## src/rtl/vr_seq_pkg.sv

```systemverilog
package vr_seq_pkg;

    // Sequencer phases
    typedef enum logic [2:0] {
        ST_SHUT  = 3'd0,   // drivers off, waiting for all enables
        ST_SOFT  = 3'd1,   // ramping to boot level
        ST_DWELL = 3'd2,   // holding at boot level
        ST_REG   = 3'd3,   // regulating to VID (stepping when needed)
        ST_LATCH = 3'd4    // OFF code seen, wait for enable cycle
    } seq_state_e;

endpackage

```

## src/rtl/vr_vid_decode.sv

```systemverilog
module vr_vid_decode #(
    parameter int CODE_W = 8
) (
    input  logic [CODE_W-1:0] code,
    output logic              is_off
);
    localparam logic [CODE_W-1:0] ALL_ONES = '1;

    always_comb begin
        is_off = (code == '0) || (code == CODE_W'(1)) ||
                 (code == ALL_ONES) || (code == ALL_ONES - CODE_W'(1));
    end
endmodule

```

## src/rtl/vr_lp_holdoff.sv

```systemverilog
module vr_lp_holdoff #(
    parameter int HOLD_CYC = 10000
) (
    input  logic clk,
    input  logic rst_n,
    input  logic clr,     // not regulating: forget any hold-off
    input  logic busy,    // VID change in progress
    output logic quiet    // hold-off expired
);
    localparam int HW = $clog2(HOLD_CYC + 1);

    logic [HW-1:0] cnt_d, cnt_q;

    always_comb begin
        cnt_d = cnt_q;
        if (clr) begin
            cnt_d = '0;
        end else if (busy) begin
            cnt_d = HW'(HOLD_CYC);
        end else if (cnt_q != '0) begin
            cnt_d = cnt_q - HW'(1);
        end
    end

    always_ff @(posedge clk) begin
        if (!rst_n) cnt_q <= '0;
        else        cnt_q <= cnt_d;
    end

    assign quiet = (cnt_q == '0);
endmodule

```

## src/rtl/vr_startup_seq.sv

```systemverilog
module vr_startup_seq
    import vr_seq_pkg::*;
#(
    parameter int                CODE_W    = 8,
    parameter logic [CODE_W-1:0] BOOT_CODE = 8'h52,
    parameter int                DWELL_CYC = 20000,
    parameter int                STEP_CYC  = 200,
    parameter int                HOLD_CYC  = 10000
) (
    input  logic              clk,
    input  logic              rst_n,
    input  logic              bias_ok,
    input  logic              pwr_en_ok,
    input  logic              vtt_en_ok,
    input  logic [CODE_W-1:0] vid_code,
    input  logic              soft_start_done,
    input  logic              out_in_window,
    input  logic              lowpwr_req,
    output logic [CODE_W-1:0] target_code,
    output logic              pwm_hiz,
    output logic              vr_ready,
    output logic              ocp_widen,
    output logic              ovp_max,
    output logic              lowpwr_active
);
    localparam int TMR_MAX = (DWELL_CYC > STEP_CYC) ? DWELL_CYC : STEP_CYC;
    localparam int TMR_W   = $clog2(TMR_MAX + 1);

    typedef struct packed {
        seq_state_e        st;
        logic [CODE_W-1:0] tgt;
        logic [CODE_W-1:0] goal;
        logic [TMR_W-1:0]  tmr;
    } seq_regs_t;

    localparam seq_regs_t RST_VAL = '{st: ST_SHUT, tgt: '0, goal: '0, tmr: '0};

    seq_regs_t d, q;
    logic      all_en, vid_off, stepping, regulating, lp_quiet;

    assign all_en     = bias_ok && pwr_en_ok && vtt_en_ok;
    assign regulating = (q.st == ST_REG);
    assign stepping   = regulating && (q.tgt != q.goal);

    vr_vid_decode #(.CODE_W(CODE_W)) u_dec (
        .code   (vid_code),
        .is_off (vid_off)
    );

    vr_lp_holdoff #(.HOLD_CYC(HOLD_CYC)) u_hold (
        .clk   (clk),
        .rst_n (rst_n),
        .clr   (!regulating),
        .busy  (stepping),
        .quiet (lp_quiet)
    );

    always_comb begin
        d = q;
        if (!all_en) begin
            d = RST_VAL;
        end else begin
            case (q.st)
                ST_SHUT: begin
                    d.st   = ST_SOFT;
                    d.tgt  = BOOT_CODE;
                    d.goal = BOOT_CODE;
                    d.tmr  = '0;
                end
                ST_SOFT: begin
                    if (soft_start_done) begin
                        d.st  = ST_DWELL;
                        d.tmr = TMR_W'(DWELL_CYC - 1);
                    end
                end
                ST_DWELL: begin
                    if (q.tmr == '0) begin
                        if (vid_off) begin
                            d.st = ST_LATCH;
                        end else begin
                            d.st   = ST_REG;
                            d.goal = vid_code;
                            d.tmr  = TMR_W'(STEP_CYC - 1);
                        end
                    end else begin
                        d.tmr = q.tmr - TMR_W'(1);
                    end
                end
                ST_REG: begin
                    if (!vid_off) d.goal = vid_code;
                    if (q.tgt != q.goal) begin
                        if (q.tmr == '0) begin
                            d.tgt = (q.goal > q.tgt) ? q.tgt + CODE_W'(1)
                                                     : q.tgt - CODE_W'(1);
                            d.tmr = TMR_W'(STEP_CYC - 1);
                        end else begin
                            d.tmr = q.tmr - TMR_W'(1);
                        end
                    end else begin
                        d.tmr = TMR_W'(STEP_CYC - 1);
                    end
                end
                ST_LATCH: begin
                    d = q;
                end
                default: d = RST_VAL;
            endcase
        end
    end

    always_ff @(posedge clk) begin
        if (!rst_n) q <= RST_VAL;
        else        q <= d;
    end

    assign target_code   = q.tgt;
    assign pwm_hiz       = (q.st == ST_SHUT) || (q.st == ST_LATCH);
    assign vr_ready      = regulating && out_in_window && all_en;
    assign ocp_widen     = stepping;
    assign ovp_max       = stepping;
    assign lowpwr_active = lowpwr_req && regulating && !stepping && lp_quiet && all_en;
endmodule

```

## config.mk

```make
export PLATFORM = sky130hd
export DESIGN_NAME = vr_startup_seq
export DESIGN_NICKNAME = d
export VERILOG_FILES = /design/src/rtl/vr_seq_pkg.sv /design/src/rtl/vr_vid_decode.sv /design/src/rtl/vr_lp_holdoff.sv /design/src/rtl/vr_startup_seq.sv
export SDC_FILE = /design/constraint.sdc
export NUM_CORES = 1
export LEC_CHECK = 0
export CORE_MARGIN = 2
export CORE_UTILIZATION = 23
export CTS_CLUSTER_SIZE = 14
export DETAILED_ROUTE_END_ITERATION = 8
export SYNTH_ARGS = -nofsm -noshare
export SYNTH_HDL_FRONTEND = slang
export SYNTH_HIERARCHICAL = 1
export SYNTH_SLANG_ARGS = --single-unit
```

## constraint.sdc

```tcl
create_clock -name clk -period 7.15 [get_ports clk]
set_input_delay 1.0725 -clock clk [delete_from_list [all_inputs] [get_ports clk]]
set_output_delay 1.0725 -clock clk [all_outputs]
set_load 0.03 [all_outputs]
```

After elaboration in Yosys (flattened, before gate mapping)
Cells that the tools add are included.
- bits in registers: 48
- output and inout bits: 13
- logic and storage cells: 81
- $add $sub $neg: 4
- magnitude comparators: 1
- equal/unequal tests: 15
- mux-type cells: 19
- bitwise gates (word level): 6
- reduce and logical (&&, ||, !) cells: 30
- operator list (kind ; number):
    2-to-1 mux 15 bit ; 4
    one-hot mux 15 bit (4 select lines) ; 1
    2-to-1 mux 8 bit ; 5
    one-hot mux 8 bit (4 select lines) ; 1
    2-to-1 mux 14 bit ; 2
    one-hot mux 8 bit (3 select lines) ; 1
    2-to-1 mux 23 bit ; 1
    equality test 8 bit (second input constant) ; 2
    zero test 15 bit ; 1
    subtractor 15 x 1 -> 15 bit (second input constant) ; 1
    zero test 14 bit ; 1
    nonzero test 14 bit ; 1
    subtractor 14 x 1 -> 14 bit (second input constant) ; 1
    one-hot mux 3 bit (4 select lines) ; 1
    logical AND 1 bit ; 9
    2-to-1 mux 3 bit ; 3
    AND reduction 3 bit ; 3
    adder 8 x 1 -> 8 bit (second input constant) ; 1
    equality test 8 x 1 -> 1 bit (second input constant) ; 1
    > comparator 8 bit ; 1
    zero test 8 bit ; 1
    != test 2 bit (second input constant) ; 4
    != test 8 bit ; 1
    subtractor 8 x 1 -> 8 bit (second input constant) ; 1
    14 further kinds ; 27

Longest topological paths before layout
- depth after elaboration: 7
- depth in mapped cells: 13

Hierarchy
The synthesis kept the hierarchy.
- modules (own cells, without submodules) (module ; instances ; cells an instance ; area each (µm²) ; sequential area each (µm²)):
    vr_startup_seq ; 1 ; 299 ; 2287.2 ; 680.7
    vr_lp_holdoff ; 1 ; 87 ; 739.5 ; 280.3
    vr_vid_decode ; 1 ; 6 ; 35.0 ; 0.0

Worst setup path after synthesis
Ideal clock, no wire load.
- kind: reg-to-reg
- start: reg q (netlist bit target_code[1])
- end: reg q (netlist bit target_code[7])
- setup time: 62 ps
- arrival time: 3209 ps
- required time: 7088 ps
- slack: 3878 ps
- cell stages (with the launch flop): 14
- buffers on the path: 0
- period minus slack after synthesis: 3272 ps
- path through: dfxtp_1 inv_1 ha_1 and4_1 nor2b_1 nand2b_1 and2_1 ha_1 a21oi_1 o211ai_1 o41ai_1 a21oi_1 or4b_1 nand3_1
- word-level cells in the longest chain between the ends: 5
- elaborated cells between the ends (all ways): 10
- those cells by class: add/sub (2); order compare (1); eq/ne (2); mux (4); reduce/logical (1)
- RTL lines (item ; line ; RTL):
    start: declaration ; vr_startup_seq.sv:38 ; seq_regs_t d, q;
    start signal: assignment ; vr_startup_seq.sv:112 ; if (!rst_n) q <= RST_VAL;
    start signal: assignment ; vr_startup_seq.sv:113 ; else q <= d;
    subtractor 8 x 1 -> 8 bit, or another cell as far along ; vr_startup_seq.sv:94 ; : q.tgt - CODE_W'(1);
    2-to-1 mux 8 bit ; vr_startup_seq.sv:93 ; d.tgt = (q.goal > q.tgt) ? q.tgt + CODE_W'(1)
    2-to-1 mux 8 bit ; vr_startup_seq.sv:92 ; if (q.tmr == '0) begin
    2-to-1 mux 8 bit ; vr_startup_seq.sv:91 ; if (q.tgt != q.goal) begin
    one-hot mux 8 bit (3 select lines) ; vr_startup_seq.sv:63 ; case (q.st)
Parallel ways exist; a longest one is shown, timed or not. The select of a mux whose other input is x is not followed.
A chain may end at the register's enable or synchronous reset.

Final worst setup path
- start: reg q[32] (netlist bit)
- end: out ovp_max
- word-level cells in the longest chain between the ends: 2
- RTL lines (item ; line ; RTL):
    equality test 3 x 2 -> 1 bit ; vr_startup_seq.sv:42 ; assign regulating = (q.st == ST_REG);
    logical AND 1 bit ; vr_startup_seq.sv:43 ; assign stepping = regulating && (q.tgt != q.goal);
    end: declaration ; vr_startup_seq.sv:23 ; output logic ovp_max,
Every way passes these cells.

==> qor_table.md <==
| Parameter | This run |
|---|---|
| Router iterations before antenna repair | 5 |
| Clock period minus final worst setup slack | 4251 ps |
| RD Place Congestion | 0.7991 |
| Sequential group share of total power | 0.409 |
| Drt via density | 4.933 |
| Vias in the first global route | 2,689 |
| Worst reg2reg startpoint | target_code[1]$_SDFFE_PN0P_ |
| Hold-fix buffers, CTS | 0 |
| Area share of xor/xnor cells in the synthesized design | 0.02289 |
| Endpoint kind of the worst setup timing path | output port |
| Clock transition time at the flip-flop clock pins of the worst setup and hold paths | 60 ps |
| M1 GR Usage | 0.1496 |
| Nets | 436 |
| Number of H-tree levels | 2 |
| Crit path cell chain | nor2b_1 -> nand2_1 -> nor2_1 -> clkdlybuf4s50_1 |
| Cell count of the worst hold path | 2 |
| Main area contributors after synthesis | sky130_fd_sc_hd__dfxtp_1 31%, sky130_fd_sc_hd__a21oi_1 7.2%, sky130_fd_sc_hd__ha_1 6.9% |
| Final core utilization | 0.2772 |
| Sw power | 0.1327 mW |
| Syn. warnings | 6 |
| Number of antenna violations at the first check in global routing | 0 |
| Cell at the root of the clock tree | sky130_fd_sc_hd__clkbuf_16 |
| Classification of the worst setup path | flip-flop to output port |
| Combinational share of power | 0.078 |
| Final worst-path setup slack | 2899 ps |
| Highest ir drop seen on vdd | 0.0001289 V |
| Int Pwr | 0.5272 mW |
| Critical Path Source Type | flip-flop |
| Share of total power in the clock network | 0.513 |
| Design Area, Final | 0.003642 sq mm |
| Hold path startpoint | q[15]$_SDFFE_PN0P_ |
| Worst min path class | flip-flop to flip-flop |
| Synth Cell Area | 0.003062 sq mm |
| Effective utilization at floorplan | 0.2330 |
| Fraction of power spent switching nets | 0.2011 |
| Relative area change from synthesis to final layout | 18.96% |
| Max_cap viols | 0 |
| Share of cell area taken by muxes after synthesis | 0.009808 |
| Area share of the largest cell type after synthesis | 0.3139 |
| Std-Cell Core Area | 0.01314 sq mm |
| Internal reg-to-reg setup slack | 3270 ps |
| Worst clock skew | 8.704 ps |
| Number of hold violations in the final report | 0 |
| Required @ worst endpoint | 6080 ps |
| Routing layer with the top usage in global route | met2 |
| Total I/O pin count | 29 |
| Highest attainable clock frequency | 235.2 MHz |
| Reg2Reg Depth | 13 |
| Remaining number of nets flagged by the antenna check after routing | 0 |
| Synth Area in Compound Gates | 0.2235 |
| Adder-cell share of the synthesized area | 0.07601 |
| Gr usage total | 0.1083 |
| Final total negative setup slack | 0 ps |
| Maximum number of pins on one net before global-route repair | 31 |
| Met2 routing resource usage after global routing | 0.1692 |
| Cell accounting for the most synthesized area | sky130_fd_sc_hd__dfxtp_1 |
| Cells after synthesis | 392 |
| Synthesized net count | 426 |
| Dominant register cell in the synthesized netlist | sky130_fd_sc_hd__dfxtp_1 |
| Max stage delay cell, worst path | sky130_fd_sc_hd__clkdlybuf4s50_1 |
| Ys async rst share | 0 |
| Area after detailed placement | 0.003427 sq mm |
| Routed len/inst | 12.75 um |
| Main combinational cell family by area after synthesis | simple AND/OR/NAND/NOR gates |
| Number of standard cells in the final layout excluding fillers | 579 |
| Critical path data arrival time | 3180 ps |
| Via count | 2,856 |
| Ratio of total power to cell area | 181.2 mW/mm^2 |
| Crit path max fanout | 17 |
| Number of library cell types mapped by synthesis | 61 |
| Part of the Yosys area used for sequential elements | 0.3139 |
| Overall power after layout | 0.6599 mW |
| Maximum number of buffers from clock root to sink | 2 |
| Setup repair bufs after CTS | 0 |
| Period utilization | 0.5945 |
| Chip width | 119.4 um |
| Seq cells post-synth | 48 |
| Total Routed Length | 7383 um |
| Number of enable-type register cells in the synthesized netlist | 0 |
| Sink of the worst hold path | q[15]$_SDFFE_PN0P_ |
| Unrepaired setup endpoints after global routing | no |
| Clock latency reported for the late side of the worst-skew pair | 290 ps |
| Leak | 1.240 nW |
| Final Slew Violations | 0 |
| TritonCTS Sinks | 48 |
| Clock tree from TritonCTS | yes |
| Overall die height | 119.4 um |
| First-pass GRT wire length | 12,750 um |
| Total inserted antenna cells | 0 |
| Result of the run | finished, final reports clean |
| Standard-cell row count | 42 |
| DRC errors left | 0 |
| Met3 Usage GRT | 0.02347 |
| Critical Path Max Stage Delay | 740 ps |
| Avg Cell Area, Syn | 7.810 sq um |
| Basic-gate share of the synthesized area counting and, or, nand and nor cells | 0.2816 |
| Slew at the pin closest to its max-slew limit | 1115 ps |
| DIE AREA | 0.01425 sq mm |
| Count of port buffers added during placement | 28 |
| Worst r2r dst | target_code[7]$_SDFFE_PN0P_ |
| Final Setup Violations | 0 |
| Relative slew margins | 0.2505 |
| GRT Residual Overflow | 0 |
| Resized cells post-CTS | 0 |
| Share of layout cells above drive strength 1 | 0.05955 |
| Detailed router's first-iteration violation count | 180 |
| Cell count after placement | 571 |
| Number of CTS-inserted buffers | 5 |
| Final hold slack | 490.1 ps |
| Final HPWL DP | 5473 um |
| Pre-CTS worst setup slack | 3223 ps |
-- power groups by stage --
stage / Clock, mW / Sequential [mW] / Combinational (mW)
2_1_floorplan: 0 / 0.275 / 0.0336
3_3_place_gp: 0 / 0.276 / 0.0500
3_5_place_dp: 0 / 0.276 / 0.0514
4_1_cts: 0.348 / 0.270 / 0.0516
5_1_grt: 0.360 / 0.270 / 0.0580
6_report: 0.338 / 0.270 / 0.0514
-- critical path, delay by kind of cell (launching register included) --
kind          cells  cell delay, ps
buf+inv           1             740
flops             1             640
simple gates      3            1510
-- worst max-delay path by stage --
stage,from,to
2_1_floorplan,target_code[1]$_SDFFE_PN0P_,target_code[7]$_SDFFE_PN0P_
3_3_place_gp,q[32]$_SDFFE_PN0P_,ovp_max
3_5_place_dp,q[32]$_SDFFE_PN0P_,ovp_max
4_1_cts,q[32]$_SDFFE_PN0P_,ovp_max
5_1_grt,q[32]$_SDFFE_PN0P_,ocp_widen
6_report,q[32]$_SDFFE_PN0P_,ovp_max
-- placed cells by master (no fill, tap or decap), types with 4 or more instances in the layout --
cell type	instances
sky130_fd_sc_hd__clkbuf_16	5
sky130_fd_sc_hd__xnor2_1	5
sky130_fd_sc_hd__a31oi_1	8
sky130_fd_sc_hd__ha_1	17
sky130_fd_sc_hd__o21ai_0	16
sky130_fd_sc_hd__nor4_1	8
sky130_fd_sc_hd__nor3_1	11
sky130_fd_sc_hd__a22oi_1	4
sky130_fd_sc_hd__nor2b_1	6
sky130_fd_sc_hd__a21oi_1	44
sky130_fd_sc_hd__o211ai_1	5
sky130_fd_sc_hd__nand2_1	27
sky130_fd_sc_hd__nand2b_1	10
sky130_fd_sc_hd__nand4_1	6
sky130_fd_sc_hd__nand3_1	15
sky130_fd_sc_hd__dfxtp_1	48
sky130_fd_sc_hd__clkdlybuf4s50_1	28
sky130_fd_sc_hd__or3_1	6
sky130_fd_sc_hd__or4_1	5
sky130_fd_sc_hd__nor2_1	41
sky130_fd_sc_hd__inv_1	20
-- area by class of cell --
class / count / area [sq um]
fillers: 1430 / 9495
well taps: 176 / 220.2
flip-flops and latches: 48 / 960.9
inverters: 21 / 78.83
multi-input cells: 297 / 1879
clock inverters: 3 / 90.09
clock buffers: 5 / 125.1
repair buffers: 29 / 287.8
-- logic make-up (layout without fill, tap and decap cells) --
| kind of cell | after synthesis | after routing |
|---|---|---|
| simple gates | 161 | 161 |
| compound gates | 107 | 107 |
| flops | 48 | 48 |
| buf+inv | 47 | 58 |
| fa+ha+maj | 18 | 18 |
| xor+xnor | 8 | 8 |
| mux | 3 | 3 |
-- synth_stat cells (9+ instances only) --
| cell type | number |
|---|---|
| sky130_fd_sc_hd__buf_4 | 9 |
| sky130_fd_sc_hd__nand2_1 | 27 |
| sky130_fd_sc_hd__clkbuf_1 | 12 |
| sky130_fd_sc_hd__nor3_1 | 11 |
| sky130_fd_sc_hd__nand2b_1 | 10 |
| sky130_fd_sc_hd__dfxtp_1 | 48 |
| sky130_fd_sc_hd__nand3_1 | 15 |
| sky130_fd_sc_hd__o21ai_0 | 16 |
| sky130_fd_sc_hd__nor2_1 | 41 |
| sky130_fd_sc_hd__ha_1 | 17 |
| sky130_fd_sc_hd__inv_1 | 20 |
| sky130_fd_sc_hd__a21oi_1 | 44 |
-- routing by layer --
| metal | part of all wire | wire length, um | vias to the layer above |
|---|---|---|---|
| met5 | 0 | 0 | - |
| met2 | 0.45 | 3308 | 57 |
| met1 | 0.50 | 3686 | 1338 |
| met4 | 0.012 | 91 | 0 |
| li1 | - | - | 1453 |
| met3 | 0.040 | 297 | 8 |
-- state kept, by name, summed over array words and instances, names as in the netlist --
register,count
q,26
target_code,8
u_hold/cnt_q,14
Note: power is estimated with default switching activity, not from simulation.
